`config.mk`:
```
export PLATFORM = sky130hd
export DESIGN_NAME = cycle_stamp_unit
export DESIGN_NICKNAME = d
export VERILOG_FILES = /design/src/rtl/stamp_pkg.sv /design/src/rtl/stamp_counter.sv /design/src/rtl/stamp_gate.sv /design/src/rtl/stamp_regport.sv /design/src/rtl/cycle_stamp_unit.sv
export SDC_FILE = /design/constraint.sdc
export NUM_CORES = 1
export LEC_CHECK = 0
export ABC_AREA = 1
export CORE_ASPECT_RATIO = 0.9
export CORE_UTILIZATION = 49
export DETAILED_ROUTE_END_ITERATION = 16
export PLACE_DENSITY = 0.8
export SETUP_SLACK_MARGIN = 0.05
export SLEW_MARGIN = 5
export SYNTH_ARGS = -nofsm -noshare
export SYNTH_HDL_FRONTEND = slang
export SYNTH_SLANG_ARGS = --single-unit
```
`constraint.sdc`:
```
create_clock -name clk -period 2.2 [get_ports clk]
set_input_delay 0.44 -clock clk [delete_from_list [all_inputs] [get_ports clk]]
set_output_delay 0.44 -clock clk [all_outputs]
set_load 0.05 [all_outputs]
```
`src/rtl/stamp_pkg.sv`:
```
package stamp_pkg;

  typedef enum logic {
    WR_LOW_HALF = 1'b0,
    WR_ALL_BITS = 1'b1
  } wr_rule_e;

endpackage

```
`src/rtl/stamp_counter.sv`:
```
module stamp_counter #(
  parameter int CNT_W     = 64,
  parameter bit CONST_RATE = 1'b1
) (
  input  logic             clk,
  input  logic             rst,
  input  logic             clk_active,
  input  logic             invariant_en,
  input  logic             load,
  input  logic [CNT_W-1:0] load_val,
  output logic [CNT_W-1:0] count
);

  logic tick;

  generate
    if (CONST_RATE) begin : g_const
      assign tick = clk_active | invariant_en;
    end else begin : g_gated
      logic unused_inv;
      assign unused_inv = invariant_en;
      assign tick = clk_active;
    end
  endgenerate

  always_ff @(posedge clk) begin
    if (rst) begin
      count <= '0;
    end else if (load) begin
      count <= load_val;
    end else if (tick) begin
      count <= count + {{(CNT_W-1){1'b0}}, 1'b1};
    end
  end

endmodule

```
`src/rtl/stamp_gate.sv`:
```
module stamp_gate #(
  parameter int CNT_W  = 64,
  parameter int PRIV_W = 2
) (
  input  logic              clk,
  input  logic              rst,
  input  logic              lock_we,
  input  logic              lock_val,
  input  logic              rd_req,
  input  logic [PRIV_W-1:0] rd_priv,
  input  logic [CNT_W-1:0]  count,
  output logic              restrict_q,
  output logic              rd_valid,
  output logic [CNT_W-1:0]  rd_data,
  output logic              rd_fault
);

  logic granted;

  assign granted = !restrict_q || (rd_priv == '0);

  always_ff @(posedge clk) begin
    if (rst) begin
      restrict_q <= 1'b0;
    end else if (lock_we) begin
      restrict_q <= lock_val;
    end
  end

  always_ff @(posedge clk) begin
    if (rst) begin
      rd_valid <= 1'b0;
      rd_fault <= 1'b0;
      rd_data  <= '0;
    end else begin
      rd_valid <= rd_req && granted;
      rd_fault <= rd_req && !granted;
      rd_data  <= (rd_req && granted) ? count : '0;
    end
  end

endmodule

```
`src/rtl/stamp_regport.sv`:
```
module stamp_regport
  import stamp_pkg::*;
#(
  parameter int              CNT_W      = 64,
  parameter int              ADDR_W     = 8,
  parameter logic [ADDR_W-1:0] STAMP_ADDR = 8'h10
) (
  input  logic              clk,
  input  logic              rst,
  input  logic              reg_en,
  input  logic              reg_wr,
  input  logic [ADDR_W-1:0] reg_addr,
  input  logic [CNT_W-1:0]  reg_wdata,
  input  logic              wide_wr,
  input  logic [CNT_W-1:0]  count,
  output logic              load,
  output logic [CNT_W-1:0]  load_val,
  output logic              reg_rvalid,
  output logic [CNT_W-1:0]  reg_rdata,
  output logic              reg_err
);

  localparam int HALF_W = CNT_W / 2;

  logic     hit;
  wr_rule_e rule;

  assign hit  = (reg_addr == STAMP_ADDR);
  assign rule = wr_rule_e'(wide_wr);
  assign load = reg_en && reg_wr && hit;

  always_comb begin
    if (rule == WR_ALL_BITS) begin
      load_val = reg_wdata;
    end else begin
      load_val = {{(CNT_W-HALF_W){1'b0}}, reg_wdata[HALF_W-1:0]};
    end
  end

  always_ff @(posedge clk) begin
    if (rst) begin
      reg_rvalid <= 1'b0;
      reg_rdata  <= '0;
      reg_err    <= 1'b0;
    end else begin
      reg_rvalid <= reg_en && !reg_wr && hit;
      reg_rdata  <= (reg_en && !reg_wr && hit) ? count : '0;
      reg_err    <= reg_en && !hit;
    end
  end

endmodule

```
`src/rtl/cycle_stamp_unit.sv`:
```
module cycle_stamp_unit #(
  parameter int                CNT_W      = 64,
  parameter int                ADDR_W     = 8,
  parameter int                PRIV_W     = 2,
  parameter logic [ADDR_W-1:0] STAMP_ADDR = 8'h10,
  parameter bit                CONST_RATE = 1'b1
) (
  input  logic              clk,
  input  logic              rst,
  input  logic              clk_active,
  input  logic              invariant_en,
  input  logic              wide_wr,
  input  logic              lock_we,
  input  logic              lock_val,
  input  logic              rd_req,
  input  logic [PRIV_W-1:0] rd_priv,
  output logic              rd_valid,
  output logic [CNT_W-1:0]  rd_data,
  output logic              rd_fault,
  input  logic              reg_en,
  input  logic              reg_wr,
  input  logic [ADDR_W-1:0] reg_addr,
  input  logic [CNT_W-1:0]  reg_wdata,
  output logic              reg_rvalid,
  output logic [CNT_W-1:0]  reg_rdata,
  output logic              reg_err,
  output logic              cap_invariant
);

  logic [CNT_W-1:0] count_q;
  logic [CNT_W-1:0] load_val;
  logic             load;
  logic             restrict_q;

  assign cap_invariant = CONST_RATE;

  stamp_counter #(
    .CNT_W      (CNT_W),
    .CONST_RATE (CONST_RATE)
  ) u_counter (
    .clk          (clk),
    .rst          (rst),
    .clk_active   (clk_active),
    .invariant_en (invariant_en),
    .load         (load),
    .load_val     (load_val),
    .count        (count_q)
  );

  stamp_regport #(
    .CNT_W      (CNT_W),
    .ADDR_W     (ADDR_W),
    .STAMP_ADDR (STAMP_ADDR)
  ) u_regport (
    .clk        (clk),
    .rst        (rst),
    .reg_en     (reg_en),
    .reg_wr     (reg_wr),
    .reg_addr   (reg_addr),
    .reg_wdata  (reg_wdata),
    .wide_wr    (wide_wr),
    .count      (count_q),
    .load       (load),
    .load_val   (load_val),
    .reg_rvalid (reg_rvalid),
    .reg_rdata  (reg_rdata),
    .reg_err    (reg_err)
  );

  stamp_gate #(
    .CNT_W  (CNT_W),
    .PRIV_W (PRIV_W)
  ) u_gate (
    .clk        (clk),
    .rst        (rst),
    .lock_we    (lock_we),
    .lock_val   (lock_val),
    .rd_req     (rd_req),
    .rd_priv    (rd_priv),
    .count      (count_q),
    .restrict_q (restrict_q),
    .rd_valid   (rd_valid),
    .rd_data    (rd_data),
    .rd_fault   (rd_fault)
  );

endmodule

```
==> results.txt <==
- The flow ran to the end, and the final reports show no timing, DRC or antenna violations.
- The first routing iteration left 691 violations.
* Relative area change from synthesis to final layout: 36.4%
- After clock tree synthesis, the repair step resized 0 gates.
- For this run the aggregate overflow at the end of global routing stands at 0.
* Maximum number of pins on one net before global-route repair: 65
- The number of antenna violations at the first check in global routing was 0.
- For this run, global-route usage on met3 was measured as 7.78%.
- Final total power: 7.51 mW
- TNS Setup: 0 ns
- The final route contains 8662 vias.
- Rows: 45
* Reg-to-Reg Start: u_counter.count[27]
* CP max stage delay: 0.81 ns
- Number of synthesis warnings: 0
- The tree is rooted in a clkbuf_16.
- Using the TritonRoute via totals, the vias-per-cell ratio works out to 5.23.
- Routability cong.: 0.971
- The via count of the first global-routing pass was 7990.
* Number of instances in the synthesized netlist: 1216
- Critical-path maximum fanout: 1
- Kind of start point of the critical path: register
- Crit share post-route: 92.0%
- Number of buffers added by the clock tree synthesis step: 17
- In this run the worst setup path begins at u_gate.rd_data[3].
- Setup repair after global routing left no endpoint under its margin.
* Number of setup buffers added after CTS: 0
* Global routing met1 resource utilization: 40.9%
- Mean instance size in the synthesized netlist: 6.96 um2
- Effective utilization at floorplan: 50.1%
- The synthesized design devotes to its leading area cell type 46.6% of total area.
- The netlist uses 32 different library cells.
- Clock input transition at the sequential cells of the worst setup and hold paths: 0.07 ns
* IO Count: 217
- Leakage power: 4.27 nW
- The cell area that synthesis handed to floorplanning was 8470 um2.
- Relative max-transition margin: 64.3%
* Sink Count: 197
- Total of max-cap violations: 0
* Core Box Area: 16900 um2
* First-pass detailed-route iteration total: 5
* Number of H-tree levels: 4
- Cell type with the highest aggregate area in the netlist: dfxtp_1
- Fin. max-slew vios: 0
* Number of failing setup endpoints in the final timing report: 0
* Clock latency at the later pin of the worst-skew pair: 0.44 ns
- Global route hottest layer: met2
- At the worst endpoint, the required time is 1.76 ns.
- At the pin with the least slew margin, the transition time is 0.534 ns.
* Residual DRC: 0
- Dividing the detail-routed wire length by the instance count gives 16.0 um.
* Dominant cells by area after synthesis: dfxtp_1 (47%), nand2_1 (13%), nor2_1 (12%), inv_1 (4.9%), o21ai_0 (4.1%)
* Largest voltage drop on the vdd net: 539 uV
- STA puts the critical path data arrival time at 1.58 ns.
- TritonCTS built the clock tree.
- For this run, the top clock speed supported by timing is 0.494 GHz.
* FF+latch count, synth: 197
- Setup crit end kind: output pin
* Cell Pwr Density: 650 nW/um2
- Total length of routed wires: 26.5 mm
- The first global-routing pass estimated 42.2 mm of wire.
* Number of nets in the layout: 1516
* Antenna fix cells: 0
- Minimum period implied by the final worst setup slack: 2.02 ns
- The slowest stage of the critical path is the clkdlybuf4s50_1 cell.
- Startpoint of the most critical hold path: u_counter.count[63]
- The detail route stage leaves a number of antenna-violating nets equal to 0.
- Overall global routing resource usage: 30.6%
- On the critical path the largest part of the delay comes from buffers and inverters.
- Number of buffer and inverter instances along the worst setup path: 1
- Across the routed clock network, the largest skew measured is 0.0115 ns.
* Crit Path Class: reg -> out
- The floorplan step set the die width to 141 um.
* Worst min path class: reg -> reg
* Input/output buffers: 215
* Count of hold buffers inserted by post-cts repair: 0
* Fraction of final layout cells sized beyond drive strength 1: 8.31%
- Synth Net Count: 1301
* Die span in y: 127 um
* Die Area: 17800 um2
- The HPWL after detailed placement is 20.1 mm.
- No sink is reached through more buffers than the 2 on the longest clock path.
* Final Hold Vio Count: 0
- Share of synthesized area occupied by flip-flops and latches: 46.6%
- Met2 track utilization from global routing: 48.4%
- Ordered cell list for the critical path: clkdlybuf4s50_1
final cells by class:
cell class	instances	area [um2]
inverters	117	439
well taps	211	264
clock inverters	13	159
clock buffers	19	453
repair buffers	244	2440
multi-input cells	854	3850
fillers	1460	5340
flip-flops and latches	197	3940
Yosys cell counts:
library cell  instances
inv_1               110
nor3_1                2
nor2_8                2
o211ai_1             22
buf_6                 1
nand2_1             294
clkbuf_4              1
buf_4                 4
clkbuf_8              2
conb_1                1
buf_1                 5
a21oi_1              44
o21ai_0              69
nand2_2              20
nand3_1              33
nor2_4                7
a21oi_2               4
nand2_4               3
nand4_1              21
ha_1                  1
and2_1                1
a211oi_1              3
nor2_2               15
clkbuf_1             22
nor2_1              277
a31oi_1              14
buf_2                13
xor2_1                4
inv_2                 6
o21ai_1              17
clkinv_1              1
dfxtp_1             197
layer usage:
layer | up-vias | part of all wire, %
met4 | 0 | 2.2
met1 | 3981 | 45
met2 | 374 | 45
li1 | 4263 | -
met3 | 44 | 8.6
met5 | - | 0
power by group:
group | switching, mW | leakage, nW | internal (mW)
sequential | 0.0652 | 1.60 | 3.63
clock | 1.47 | 0.301 | 1.78
combinational | 0.312 | 2.38 | 0.259
total | 1.84 | 4.27 | 5.66
layout by cell type, fill, tap and decap left out, types with 2 or more instances in the layout:
master | synthesis | routed
a211oi_1 | 3 | 3
a21oi_1 | 44 | 44
a21oi_2 | 4 | 4
a31oi_1 | 14 | 14
buf_12 | 0 | 6
buf_4 | 4 | 23
bufinv_16 | 0 | 2
clkbuf_16 | 0 | 17
clkbuf_8 | 2 | 2
clkdlybuf4s50_1 | 0 | 215
clkinv_4 | 0 | 2
dfxtp_1 | 197 | 197
inv_1 | 110 | 110
inv_2 | 6 | 6
inv_6 | 0 | 4
inv_8 | 0 | 3
nand2_1 | 294 | 293
nand2_2 | 20 | 21
nand2_4 | 3 | 3
nand3_1 | 33 | 32
nand4_1 | 21 | 21
nor2_1 | 277 | 277
nor2_2 | 15 | 15
nor2_4 | 7 | 7
nor2_8 | 2 | 2
nor3_1 | 2 | 2
o211ai_1 | 22 | 22
o21ai_0 | 69 | 69
o21ai_1 | 17 | 17
xor2_1 | 4 | 4
cells by family (layout without fill, tap and decap cells):
| family | Yosys count | count (layout) | share of synthesized area [%] |
|---|---|---|---|
| xor gates and xnor gates | 4 | 4 | 0.414 |
| other | 1 | 1 | 0.0443 |
| DFF | 197 | 197 | 46.6 |
| AOI/OAI and AO/OA | 173 | 173 | 11.4 |
| adders and majority gates | 1 | 1 | 0.148 |
| buffers and inverters | 165 | 393 | 8.06 |
| and+or+nand+nor | 675 | 675 | 33.4 |
flip-flops by register name, summed over array words and instances, names as in the netlist:
signal and flops:
u_gate.rd_valid 1, u_gate.rd_fault 1, u_regport.reg_rvalid 1, u_regport.reg_err 1
u_gate.rd_data 64, u_gate.restrict_q 1, u_counter.count 64, u_regport.reg_rdata 64
final timing paths:
| kind | cells after the start | end | slack [ns] |
|---|---|---|---|
| max | 1 | rd_data[3] | 0.18 |
| min | 2 | u_regport.reg_rdata[63] | 0.52 |
| max reg2reg | 9 | u_counter.count[58] | 0.18 |
| min reg2reg | 2 | u_regport.reg_rdata[63] | 0.52 |
through the flow:
stage / util (%) / instance area (um2) / hold WS [ns] / std cells / setup WS (ns)
floorplan: - / 8470 / 0.455 / 1216 / 0.614
global placement: 64.8 / 10900 / 0.504 / 1623 / 0.0552
detailed placement: 64.8 / 10900 / 0.511 / 1623 / -0.00984
CTS: 68.4 / 11600 / 0.524 / 1655 / 0.157
global route: 68.4 / 11600 / 0.550 / 1655 / 0.0958
finish: 68.4 / 11600 / 0.518 / 1655 / 0.177
tightest hold or removal path, cell delays in order (launching register included):
cell	delay, ns
dfxtp_1	0.32
inv_1	0.10
nor2_1	0.06
Power figures use the tool's default switching activity.
